$ cat config.mk
export PLATFORM = sky130hd
export DESIGN_NAME = ictr_channel
export DESIGN_NICKNAME = d
export VERILOG_FILES = /design/src/rtl/ictr_pkg.sv /design/src/rtl/ictr_dec.sv /design/src/rtl/ictr_gate.sv /design/src/rtl/ictr_rdhold.sv /design/src/rtl/ictr_channel.sv
export SDC_FILE = /design/constraint.sdc
export NUM_CORES = 1
export LEC_CHECK = 0
export BUFFER_PORTS_ARGS = -buffer_cell sky130_fd_sc_hd__buf_4
export CAP_MARGIN = 0
export CORE_MARGIN = 5
export CORE_UTILIZATION = 50
export DETAILED_ROUTE_END_ITERATION = 10
export GPL_ROUTABILITY_DRIVEN = 0
export PLACE_DENSITY = 0.77
export SYNTH_ARGS = -nofsm -noshare
export SYNTH_HDL_FRONTEND = slang
export SYNTH_SLANG_ARGS = --single-unit
$ cat constraint.sdc
create_clock -name clk -period 8.5 [get_ports clk]
set_input_delay 1.275 -clock clk [delete_from_list [all_inputs] [get_ports clk]]
set_output_delay 1.275 -clock clk [all_outputs]
set_load 0.01 [all_outputs]
$ cat src/rtl/ictr_pkg.sv
package ictr_pkg;
  typedef enum logic [2:0] {
    M_TERM     = 3'd0,
    M_ONESHOT  = 3'd1,
    M_RATE     = 3'd2,
    M_SQUARE   = 3'd3,
    M_SWSTROBE = 3'd4,
    M_HWSTROBE = 3'd5
  } ictr_mode_e;

  localparam int CW_W        = 5;
  localparam int CW_BCD_BIT  = 0;
  localparam int CW_LATCH_BIT = 4;

  // mode numbers 6 and 7 fold onto 2 and 3
  function automatic ictr_mode_e norm_mode(input logic [2:0] f);
    if (f[1]) return ictr_mode_e'({1'b0, f[1:0]});
    return ictr_mode_e'(f);
  endfunction
endpackage

$ cat src/rtl/ictr_dec.sv
module ictr_dec #(
  parameter int W = 16
) (
  input  logic [W-1:0] val,
  input  logic         bcd,
  output logic [W-1:0] res
);
  localparam int ND = W / 4;

  logic [ND-1:0] brw;
  logic [W-1:0]  bcd_res;

  assign brw[0] = 1'b1;

  for (genvar i = 0; i < ND; i++) begin : g_dig
    logic [3:0] d;
    assign d = val[4*i +: 4];
    assign bcd_res[4*i +: 4] = !brw[i] ? d : ((d == 4'd0) ? 4'd9 : d - 4'd1);
    if (i < ND - 1) begin : g_brw
      assign brw[i+1] = brw[i] & (d == 4'd0);
    end
  end

  assign res = bcd ? bcd_res : (val - W'(1));
endmodule

$ cat src/rtl/ictr_gate.sv
module ictr_gate (
  input  logic clk,
  input  logic rst_n,
  input  logic gate,
  output logic rise
);
  logic gate_q;

  always_ff @(posedge clk or negedge rst_n) begin
    if (!rst_n) gate_q <= 1'b0;
    else        gate_q <= gate;
  end

  assign rise = gate & ~gate_q;
endmodule

$ cat src/rtl/ictr_rdhold.sv
module ictr_rdhold #(
  parameter int W = 16
) (
  input  logic         clk,
  input  logic         rst_n,
  input  logic         latch_cmd,
  input  logic         rd_req,
  input  logic [W-1:0] live,
  output logic [W-1:0] rd_data
);
  logic         held_q;
  logic [W-1:0] hold_q;

  always_ff @(posedge clk or negedge rst_n) begin
    if (!rst_n) begin
      held_q <= 1'b0;
      hold_q <= '0;
    end else if (rd_req) begin
      held_q <= 1'b0;
    end else if (latch_cmd && !held_q) begin
      held_q <= 1'b1;
      hold_q <= live;
    end
  end

  assign rd_data = held_q ? hold_q : live;

  a_r11_hold_frozen: assert property (@(posedge clk) disable iff (!rst_n)
    (held_q && !rd_req) |=> (held_q && $stable(hold_q)));
endmodule

$ cat src/rtl/ictr_channel.sv
module ictr_channel
  import ictr_pkg::*;
#(
  parameter int W = 16
) (
  input  logic            clk,
  input  logic            rst_n,
  input  logic            cnt_tick,
  input  logic            gate,
  input  logic            ctl_wr,
  input  logic [CW_W-1:0] ctl_word,
  input  logic            ld_wr,
  input  logic [W-1:0]    ld_val,
  input  logic            rd_req,
  output logic [W-1:0]    rd_data,
  output logic            cnt_out
);
  ictr_mode_e   mode_q, new_mode;
  logic         bcd_q, run_q, armed_q, have_q, out_q;
  logic [W-1:0] count_q, reload_q, dec1, dec2, even_reload;
  logic         mode_wr, latch_cmd, gate_rise, trig, gated_mode, at_one, at_two;

  assign new_mode    = norm_mode(ctl_word[3:1]);
  assign mode_wr     = ctl_wr && !ctl_word[CW_LATCH_BIT];
  assign latch_cmd   = ctl_wr &&  ctl_word[CW_LATCH_BIT];
  assign gated_mode  = (mode_q == M_RATE) || (mode_q == M_SQUARE);
  assign trig        = gate_rise && have_q &&
                       (gated_mode || mode_q == M_ONESHOT || mode_q == M_HWSTROBE);
  assign at_one      = (count_q == W'(1));
  assign at_two      = (count_q == W'(2));
  assign even_reload = {reload_q[W-1:1], 1'b0};

  ictr_gate u_gate (.clk(clk), .rst_n(rst_n), .gate(gate), .rise(gate_rise));

  ictr_dec #(.W(W)) u_dec1 (.val(count_q), .bcd(bcd_q), .res(dec1));
  ictr_dec #(.W(W)) u_dec2 (.val(dec1),    .bcd(bcd_q), .res(dec2));

  ictr_rdhold #(.W(W)) u_hold (
    .clk(clk), .rst_n(rst_n), .latch_cmd(latch_cmd), .rd_req(rd_req),
    .live(count_q), .rd_data(rd_data)
  );

  always_ff @(posedge clk or negedge rst_n) begin
    if (!rst_n) begin
      mode_q   <= M_TERM;
      bcd_q    <= 1'b0;
      run_q    <= 1'b0;
      armed_q  <= 1'b0;
      have_q   <= 1'b0;
      out_q    <= 1'b0;
      count_q  <= '0;
      reload_q <= '0;
    end else if (mode_wr) begin
      mode_q  <= new_mode;
      bcd_q   <= ctl_word[CW_BCD_BIT];
      run_q   <= 1'b0;
      armed_q <= 1'b0;
      have_q  <= 1'b0;
      out_q   <= (new_mode != M_TERM);
    end else if (ld_wr) begin
      reload_q <= ld_val;
      have_q   <= 1'b1;
      case (mode_q)
        M_TERM: begin
          count_q <= ld_val; out_q <= 1'b0; run_q <= 1'b1; armed_q <= 1'b1;
        end
        M_RATE, M_SQUARE: begin
          count_q <= ld_val; out_q <= 1'b1; run_q <= 1'b1;
        end
        M_SWSTROBE: begin
          count_q <= ld_val; out_q <= 1'b1; run_q <= 1'b1; armed_q <= 1'b1;
        end
        default: ; // triggered modes wait for the gate
      endcase
    end else if (trig) begin
      count_q <= reload_q;
      run_q   <= 1'b1;
      armed_q <= 1'b1;
      out_q   <= (mode_q != M_ONESHOT);
    end else if (gated_mode && !gate) begin
      out_q <= 1'b1;
    end else if (run_q && cnt_tick) begin
      case (mode_q)
        M_TERM: if (gate) begin
          count_q <= dec1;
          if (armed_q && at_one) begin out_q <= 1'b1; armed_q <= 1'b0; end
        end
        M_ONESHOT: begin
          count_q <= dec1;
          if (armed_q && at_one) begin out_q <= 1'b1; armed_q <= 1'b0; end
        end
        M_RATE: begin
          if (at_one) begin
            count_q <= reload_q; out_q <= 1'b1;
          end else begin
            count_q <= dec1;
            if (at_two) out_q <= 1'b0;
          end
        end
        M_SQUARE: begin
          if (at_two) begin
            out_q   <= !out_q;
            count_q <= out_q ? even_reload : reload_q;
          end else begin
            count_q <= count_q[0] ? dec1 : dec2;
          end
        end
        M_SWSTROBE, M_HWSTROBE: begin
          if (!out_q) out_q <= 1'b1;
          if (gate || mode_q == M_HWSTROBE) begin
            count_q <= dec1;
            if (armed_q && at_one) begin out_q <= 1'b0; armed_q <= 1'b0; end
          end
        end
        default: ;
      endcase
    end
  end

  assign cnt_out = out_q;

  a_r2_mode0_out_low: assert property (@(posedge clk) disable iff (!rst_n)
    (mode_wr && ctl_word[3:1] == 3'd0) |=> !cnt_out);

  a_r3_term_stays_high: assert property (@(posedge clk) disable iff (!rst_n)
    (mode_q == M_TERM && out_q && !mode_wr && !ld_wr) |=> cnt_out);

  a_r4_trigger_drops_out: assert property (@(posedge clk) disable iff (!rst_n)
    (mode_q == M_ONESHOT && have_q && gate_rise && !mode_wr && !ld_wr)
      |=> (!cnt_out && count_q == reload_q));

  a_r7_gate_low_forces_high: assert property (@(posedge clk) disable iff (!rst_n)
    (gated_mode && !gate && !mode_wr && !ld_wr) |=> cnt_out);

  a_r8_strobe_one_tick: assert property (@(posedge clk) disable iff (!rst_n)
    ((mode_q == M_SWSTROBE || mode_q == M_HWSTROBE) && !out_q && run_q && cnt_tick
      && !mode_wr && !ld_wr && !trig) |=> cnt_out);

  a_r12_no_tick_no_step: assert property (@(posedge clk) disable iff (!rst_n)
    (!cnt_tick && !mode_wr && !ld_wr && !trig) |=> $stable(count_q));
endmodule

==> metrics.yaml, run 1 <==
clocking:
  cts_resized: 0
  clockRootBuffer: "clkbuf_8"
  clkTransAtPathRegs_ps: 70
  cts_tree: "yes"
  clk_latency_ps: 350
  ctsHoldBuffers: 0
  cts_buffer_depth: 2
  cts_setup_buffers: 0
  numCtsBuffers: 9
  clkSinkCount: 58
  h-tree-depth: 3
power:
  p_leak_nw: 1.961
  total_power_mw: 1.260
  cellPowerDensity_nw_per_um2: 260.6
  ir_worst_vdd_mv: 0.09504
sta:
  tightest_slew_ps: 965.4
  fmax_ghz: 0.2383
  finalSetupViolCount: 0
  tns_ps: 0
  hold_viol: 0
  fin_crit_ps: 4196
  relSlewSlack_pct: 34.77
  rsz0062_at_grt: "false"
  finalClockSkew_ps: 8.484
  slew_viol_final: 0
  hold_ws_ps: 503.4
  period_share_pct: 49.36
floorplan:
  coreArea_sq_um: 8299
  die_w_microns: 102.6
  dieArea_sq_um: 10530
  dieHeight_microns: 102.6
  std_cell_rows: 33
  io_pins: 45
  start_util_pct: 51.70
routing:
  drtAntennaViolNets: 0
  drc: 0
  vias: 4122
  wl_per_cell_microns: 18.10
  drtIter0Drc: 410
  viasPerCell: 6.431
  dr.pass1.iters: 6
  wirelength_mm: 11.60
global_routing:
  antenna_found_initial: 0
  grt_max_degree: 59
  grt_first_pass_wirelength_mm: 19.24
  grt_overflow: 0
  grt_pass1_vias: 3779
  grt_usage_pct: 23.29
min_path:
  min_path_cells: 2
  hp-class: "reg -> reg"
  min_to: "run_q"
  min-delay-start: "run_q"
synthesis:
  synth-main-ff-cell: "dfrtp_1"
  ys_warn_count: 0
  synthCells: 508
  postSynthAreaPerCell_sq_um: 8.446
  syn-num-nets: 541
  synth_area_sq_um: 4290
  async_reset_ff_share_pct: 100.0
  synth_seq_area_share_pct: 33.83
  ys_seq_elements: 58
  synth_edf_count: 0
  synthDistinctLibCells: 64
layout:
  finalInstanceArea_sq_um: 4833
  layout_commonest_cell: "dfrtp_1"
  areaGrowthSynthToFinish_pct: 12.66
  nets: 565
  num-fill-cells: 763
  n_antenna_cell: 0
  mostFrequentLayoutCells: "58 x dfrtp_1, 57 x nand2_1, 49 x buf_4"
  drive_gt1_share_pct: 22.20
outcome:
  status: "complete, no violations"
critical_path:
  r2r-start: "count_q[0]"
  reg2reg_depth: 9
  regToRegEndpoint: "count_q[15]"
  cp-start-kind: "flop"
  critPathCaptureType: "flop"
  reg2reg_slack_ps: 4300
  cp_data_required_time_ps: 8780
  cp.arrival_ps: 4470
  crit_type: "reg -> reg"
  critPathLaunch: "count_q[0]"
  crit_fanout: 18
placement:
  dpl_cell_area_sq_um: 4644
  io_buffer_count: 44
  hpwl_mm: 8.355
flow_run:
  drv_cap: 0
[cells by family (layout without fill, tap and decap cells)]
| group | Yosys count | count (layout) | synth area share, % |
|---|---|---|---|
| flip-flops | 58 | 58 | 33.83 |
| multiplexers | 52 | 52 | 13.47 |
| AND/OR/NAND/NOR | 187 | 187 | 22.13 |
| buffers and inverters | 48 | 76 | 4.549 |
| adder cells (fa/ha/maj) | 5 | 5 | 1.458 |
| AO/OA/AOI/OAI | 146 | 146 | 22.11 |
| XOR/XNOR | 12 | 12 | 2.450 |
[flip-flops by register name, indices dropped and copies added, names as in the netlist]
name,count
u_gate.gate_q,1
run_q,1
bcd_q,1
have_q,1
cnt_out,1
u_hold.held_q,1
count_q,16
mode_q,3
u_hold.hold_q,16
reload_q,16
armed_q,1
[power breakdown]
group | switching (mW) | leakage [nW] | internal (mW)
Sequential | 0.111 | 0.698 | 0.350
Combinational | 0.303 | 1.16 | 0.251
Clock | 0.110 | 0.101 | 0.135
[area by class of cell]
class                   instances  area, sq um  share of cell area [%]
clock buffers                  13        178.9                   3.702
clock inverters                 2        10.01                  0.2071
inverters                      12        45.04                  0.9319
multi-input cells             402         2649                   54.80
flip-flops and latches         58         1451                   30.03
well taps                     105        131.4                   2.718
repair buffers                 49        367.9                   7.611
[critical path, cell delays in order, from the launching register on]
cell and delay (ps):
dfrtp_1 660, inv_1 260, ha_1 360, and2_1 220, o311ai_0 780, nand3_1 440
or4_4 670, or4_1 410, a21boi_1 150, a2bb2oi_1 170
[synth_stat cells (3+ instances only)]
library cell	n	area share (%)
a211oi_1	6	1.0
a21oi_1	33	3.8
a221oi_1	5	1.0
a22oi_1	3	0.52
a31oi_1	6	0.87
a32oi_1	6	1.2
and2_1	5	0.73
and3_1	7	1.0
clkbuf_1	32	2.8
dfrtp_1	58	34
ha_1	5	1.5
inv_1	12	1.0
mux2_2	42	11
mux2i_1	9	2.1
nand2_1	57	5.0
nand2b_1	13	1.9
nand3_1	8	0.93
nand4_1	3	0.44
nor2_1	44	3.8
nor2b_1	9	1.3
nor3_1	11	1.3
nor4_1	6	0.87
o2111ai_1	3	0.61
o211ai_1	5	0.87
o21a_1	4	0.70
o21ai_0	39	4.5
o21ai_1	3	0.35
o22ai_1	4	0.58
o311ai_0	3	0.61
o31ai_1	8	1.4
or2_2	3	0.44
or4_1	3	0.52
xnor2_1	9	1.8
xor2_1	3	0.61
[metal layers]
metal	wire length (microns)	part of all wire [%]	track usage, %
met4	361	3.1	11.00
met2	4874	42	32.62
met1	5168	45	33.83
met5	0	0	0
met3	1197	10	5.277
[how the worst max path moves through the flow]
| stage | end | cells past startpoint |
|---|---|---|
| floorplan | count_q[15] | 12 |
| detailed placement | count_q[15] | 9 |
| finish | count_q[15] | 9 |
| global placement | count_q[15] | 10 |
| CTS | count_q[15] | 9 |
| global route | count_q[15] | 9 |
[stage by stage]
step | setup slack (ps) | cells | util, %
finish | 4304 | 641 | 58.24
global route | 3997 | 641 | 58.24
CTS | 4385 | 641 | 58.24
detailed placement | 4408 | 626 | 55.96
global placement | 4541 | 626 | 55.96
floorplan | 4582 | 508 | -
No activity file was read; power rests on OpenSTA's default activity.
==> run 2, diff against run 1 <==
- clock period: 8.5 -> 4.3 ns (I/O delays scaled with it)
==> run 2 against run 1 <==
Net effect:
- clock skew fell by 4.0 ps
- register-to-register slack worse by 3900 ps
- core utilization is 0.60 points higher
- critical path depth grew 1
- first-iteration DRC count increased by 28%
- maximum frequency up 8.4%
- critical endpoint unchanged
- largest cell class unchanged
==> metrics.yaml, run 2 (same netlist as run 1, synthesis figures left out) <==
outcome:
  status: "complete, no violations"
sta:
  finalSetupViolCount: 0  # unchanged
  fmax_ghz: 0.2584  # +8.4%
  period_share_pct: 89.99  # +41 points
  tns_ps: 0  # unchanged
  fin_crit_ps: 3870  # -326.3 ps
  finalClockSkew_ps: 4.476  # -4.009 ps
  hold_ws_ps: 375.6  # -127.8 ps
  tightest_slew_ps: 921.3  # -44.11 ps
  hold_viol: 0  # unchanged
  slew_viol_final: 0  # unchanged
  relSlewSlack_pct: 38.06  # +3.3 points
  rsz0062_at_grt: "false"
clocking:
  h-tree-depth: 3  # unchanged
  cts_resized: 0  # unchanged
  clkSinkCount: 58  # unchanged
  cts_setup_buffers: 0  # unchanged
  ctsHoldBuffers: 0  # unchanged
  cts_buffer_depth: 2  # unchanged
  clockRootBuffer: "clkbuf_8"
  clkTransAtPathRegs_ps: 70  # about the same
  numCtsBuffers: 9  # unchanged
  clk_latency_ps: 340  # about the same
  cts_tree: "yes"
routing:
  drtIter0Drc: 523  # +28%
  wirelength_mm: 11.87  # +2.3%
  drtAntennaViolNets: 0  # unchanged
  vias: 4149  # +0.66%
  drc: 0  # unchanged
  dr.pass1.iters: 5  # -1
  viasPerCell: 6.413  # -0.28%
  wl_per_cell_microns: 18.34  # +1.3%
floorplan:
  start_util_pct: 51.70  # unchanged
  io_pins: 45  # unchanged
  die_w_microns: 102.6  # unchanged
  std_cell_rows: 33  # unchanged
  dieHeight_microns: 102.6  # unchanged
  coreArea_sq_um: 8299  # unchanged
  dieArea_sq_um: 10530  # unchanged
min_path:
  hp-class: "in -> async"
power:
  p_leak_nw: 1.990  # +1.5%
  ir_worst_vdd_mv: 0.2003  # +110%
  cellPowerDensity_nw_per_um2: 518.2  # +99%
critical_path:
  cp.arrival_ps: 4130  # -340 ps
  reg2reg_slack_ps: 430  # -3870 ps
  crit_type: "reg -> reg"
  crit_fanout: 9  # -9
  cp_data_required_time_ps: 4560  # -4220 ps
  regToRegEndpoint: "count_q[15]"
  r2r-start: "count_q[1]"
  critPathCaptureType: "flop"
  cp-start-kind: "flop"
  reg2reg_depth: 10  # +1
global_routing:
  grt_first_pass_wirelength_mm: 19.62  # +2.0%
  grt_max_degree: 59  # unchanged
  grt_pass1_vias: 3827  # +1.3%
  antenna_found_initial: 0  # unchanged
  grt_overflow: 0  # unchanged
  grt_usage_pct: 23.55  # +0.26 points
placement:
  io_buffer_count: 44  # unchanged
  hpwl_mm: 8.610  # +3.0%
flow_run:
  drv_cap: 0  # unchanged
layout:
  drive_gt1_share_pct: 22.88  # +0.68 points
  largestRegisters: "count_q: 16 flops, reload_q: 16 flops, u_hold.hold_q: 16 flops"
  layout_commonest_cell: "dfrtp_1"
  num-fill-cells: 726  # -4.8%
  mostFrequentLayoutCells: "58 x dfrtp_1, 57 x nand2_1, 54 x buf_4"
  n_antenna_cell: 0  # unchanged
  areaGrowthSynthToFinish_pct: 13.82
  nets: 570  # +0.88%
-- run 2: cell count changes in the layout (fill, tap and decap cells not counted) --
| cell | previous run | this run |
|---|---|---|
| clkinv_2 | 2 | 1 |
| buf_4 | 49 | 54 |
| clkbuf_1 | 0 | 1 |
| clkbuf_8 | 13 | 14 |
-- run 2: final cells by class --
cell class	instances	area (sq um)	share of cell area, %
Multi-Input combinational cell	402	2649	54.24
Tap cell	105	131.4	2.690
Clock buffer	15	196.4	4.023
Inverter	12	45.04	0.9224
Sequential cell	58	1451	29.72
Clock inverter	1	5.005	0.1025
Timing Repair Buffer	54	405.4	8.301
-- run 2: metrics by stage --
stage	std cells	power [mW]	instance area (sq um)	utilization [%]	setup WS (ps)
finish	647	2.531	4883	58.84	430.5
detailed placement	631	2.000	4682	56.41	490.0
global placement	631	1.966	4682	56.41	609.1
CTS	647	2.516	4883	58.84	456.2
global route	647	2.704	4883	58.84	336.0
floorplan	508	1.632	4290	-	382.3
-- run 2: critical path, stage by stage (launching register included) --
cell and delay [ps]:
dfrtp_1 480, inv_1 170, ha_1 320, mux2_4 330
and3_1 200, or4b_4 560, or3_4 430, or4_4 550
or4_1 420, a21boi_1 160, a2bb2oi_1 180
-- run 2: worst max-delay path by stage --
stage,from,end,slack [ps],cells past startpoint
finish,count_q[1],count_q[15],430,10
global route,count_q[1],count_q[15],340,10
CTS,count_q[1],count_q[15],460,10
detailed placement,count_q[1],count_q[15],490,10
global placement,count_q[1],count_q[15],610,10
floorplan,count_q[0],count_q[15],380,12
-- run 2: power breakdown --
group / internal, mW / leakage [nW] / switching (mW)
Clock: 0.288 / 0.106 / 0.218
Combinational: 0.512 / 1.19 / 0.615
Sequential: 0.693 / 0.698 / 0.206
-- run 2: routing by layer --
metal	routed length [microns]	vias to the layer above	GRT usage (%)	share of wire (%)
met2	5068	257	33.57	43
met4	280	0	8.476	2.4
met3	1295	29	5.751	11
met1	5221	1936	34.53	44
li1	-	1927	-	-
met5	0	-	0	0
==> run 3, diff against run 2 <==
- MAX_ROUTING_LAYER: default -> met4
==> run 3 against run 2 <==
Net effect:
- first-iteration DRC count up 1.1%
- clock power about the same
- global-route usage up 0.74 points
- largest cell class unchanged
- critical path type unchanged
==> metrics.yaml, run 3 (same netlist as run 1, synthesis figures left out) <==
critical_path:
  path_delay_family: "simple AND/OR/NAND/NOR gates"
  cp.arrival_ps: 4140  # about the same
  cp-start-kind: "flop"
  crit_buf_inv: 1  # unchanged
  cp_data_required_time_ps: 4560  # about the same
  crit_slowest_cell: "or4b_4"
  crit_type: "reg -> reg"
  critPathCaptureType: "flop"
  worstPathCellList: "inv_1, ha_1, mux2_4, and3_1, or4b_4, or3_4, or4_4, or4_1, a21boi_1, a2bb2oi_1"
  reg2reg_slack_ps: 420  # about the same
  slowest_delay_ps: 550  # about the same
  crit_fanout: 9  # unchanged
global_routing:
  grt_overflow: 0  # unchanged
  grt_pass1_vias: 3819  # -0.21%
  grt_usage_pct: 24.29  # +0.74 points
  antenna_found_initial: 0  # unchanged
  grt_max_degree: 59  # unchanged
  grt_first_pass_wirelength_mm: 19.62  # unchanged
placement:
  dpl_cell_area_sq_um: 4682  # unchanged
  dp.cells: 631  # unchanged
  io_buffer_count: 44  # unchanged
  hpwl_mm: 8.610  # unchanged
layout:
  nets: 570  # unchanged
  drive_gt1_share_pct: 22.88  # unchanged
  n_antenna_cell: 0  # unchanged
  finalInstanceArea_sq_um: 4883  # unchanged
  utilization_pct: 58.84  # unchanged
  layout_commonest_cell: "dfrtp_1"
  largestRegisters: "count_q: 16 flops, reload_q: 16 flops, u_hold.hold_q: 16 flops"
  stdcell_count: 647  # unchanged
  areaGrowthSynthToFinish_pct: 13.82  # unchanged
  mostFrequentLayoutCells: "58 x dfrtp_1, 57 x nand2_1, 54 x buf_4"
power:
  swShare_pct: 41.14  # +0.11 points
  p_switching_mw: 1.043  # +0.46%
  pwr-share-clk_pct: 19.9  # about the same
  p_leak_nw: 1.990  # unchanged
  ir_worst_vdd_mv: 0.2012  # +0.44%
  cellPowerDensity_nw_per_um2: 519.2  # +0.19%
  p_int_mw: 1.492  # about the same
  comb_power_share_pct: 44.6  # about the same
  power_frac_seq_pct: 35.4  # about the same
sta:
  hold_viol: 0  # unchanged
  finalSetupViolCount: 0  # unchanged
  tns_ps: 0  # unchanged
  fin_crit_ps: 3879  # +9.946 ps
  finalClockSkew_ps: 6.085  # +1.609 ps
  tightest_slew_ps: 956.9  # +35.62 ps
  relSlewSlack_pct: 35.66  # -2.4 points
  rsz0062_at_grt: "false"
  fmax_ghz: 0.2578  # -0.26%
  period_share_pct: 90.22  # +0.23 points
  slew_viol_final: 0  # unchanged
  hold_ws_ps: 369.5  # -6.087 ps
clocking:
  clockRootBuffer: "clkbuf_8"
  numCtsBuffers: 9  # unchanged
  cts_resized: 0  # unchanged
  clkSinkCount: 58  # unchanged
  clk_latency_ps: 340  # about the same
  cts_tree: "yes"
  h-tree-depth: 3  # unchanged
  clkTransAtPathRegs_ps: 70  # about the same
  ctsHoldBuffers: 0  # unchanged
  cts_buffer_depth: 2  # unchanged
  cts_setup_buffers: 0  # unchanged
routing:
  wirelength_mm: 11.93  # +0.52%
  drc: 0  # unchanged
  dr.pass1.iters: 7  # +2
  drtAntennaViolNets: 0  # unchanged
  wl_per_cell_microns: 18.44  # +0.52%
  drtIter0Drc: 529  # +1.1%
  viasPerCell: 6.419  # about the same
  vias: 4153  # +0.096%
floorplan:
  dieHeight_microns: 102.6  # unchanged
  std_cell_rows: 33  # unchanged
  io_pins: 45  # unchanged
  die_w_microns: 102.6  # unchanged
  coreArea_sq_um: 8299  # unchanged
  dieArea_sq_um: 10530  # unchanged
  start_util_pct: 51.70  # unchanged
outcome:
  status: "complete, no violations"
flow_run:
  drv_cap: 0  # unchanged
min_path:
  hp-class: "in -> async"
-- run 3: cell type report --
class	instances	area [sq um]
sequential	58	1451
tap	105	131.4
clock inverter	1	5.005
inverter	12	45.04
multi-input combinational	402	2649
clock buffer	15	196.4
fill	726	3416
timing repair buffer	54	405.4
-- run 3: power groups by stage --
stage | Sequential (mW) | Clock [mW] | Combinational (mW)
2_1_floorplan | 0.785 | 0 | 0.847
4_1_cts | 0.888 | 0.519 | 1.11
5_1_grt | 0.917 | 0.544 | 1.24
3_3_place_gp | 0.889 | 0 | 1.08
3_5_place_dp | 0.899 | 0 | 1.10
6_report | 0.898 | 0.506 | 1.13
-- run 3: final timing paths --
check                      startpoint                end  depth (start not counted)
setup / recovery           count_q[1]        count_q[15]                         10
hold / removal                  rst_n  u_hold.hold_q[11]                          1
setup reg to reg           count_q[1]        count_q[15]                         10
hold reg to reg                have_q             have_q                          2
max in group asynchronous       rst_n        reload_q[4]                          1
min in group clk                 gate      u_gate.gate_q                          1
-- run 3: worst register-to-register path: cells and delay by family, from the launching register on --
family	cells	cell delay (ps)
buffers and inverters	1	180
multiplexers	1	330
AND/OR/NAND/NOR	5	2150
AO/OA/AOI/OAI	2	340
adder cells (fa/ha/maj)	1	320
flip-flops	1	480
-- run 3: per-layer routing --
metal / share of wire (%) / up-vias / track usage (%)
met3: 11 / 30 / 5.345
met2: 42 / 270 / 33.52
met5: 0 / - / -
li1: - / 1920 / -
met4: 2.5 / 0 / 8.577
met1: 44 / 1933 / 34.87
-- run 3: through the flow --
step / setup slack, ps / total power, mW
6_report: 420.5 / 2.535
5_1_grt: 336.0 / 2.706
4_1_cts: 456.2 / 2.516
3_5_place_dp: 490.0 / 2.000
3_3_place_gp: 609.1 / 1.966
2_1_floorplan: 382.3 / 1.632
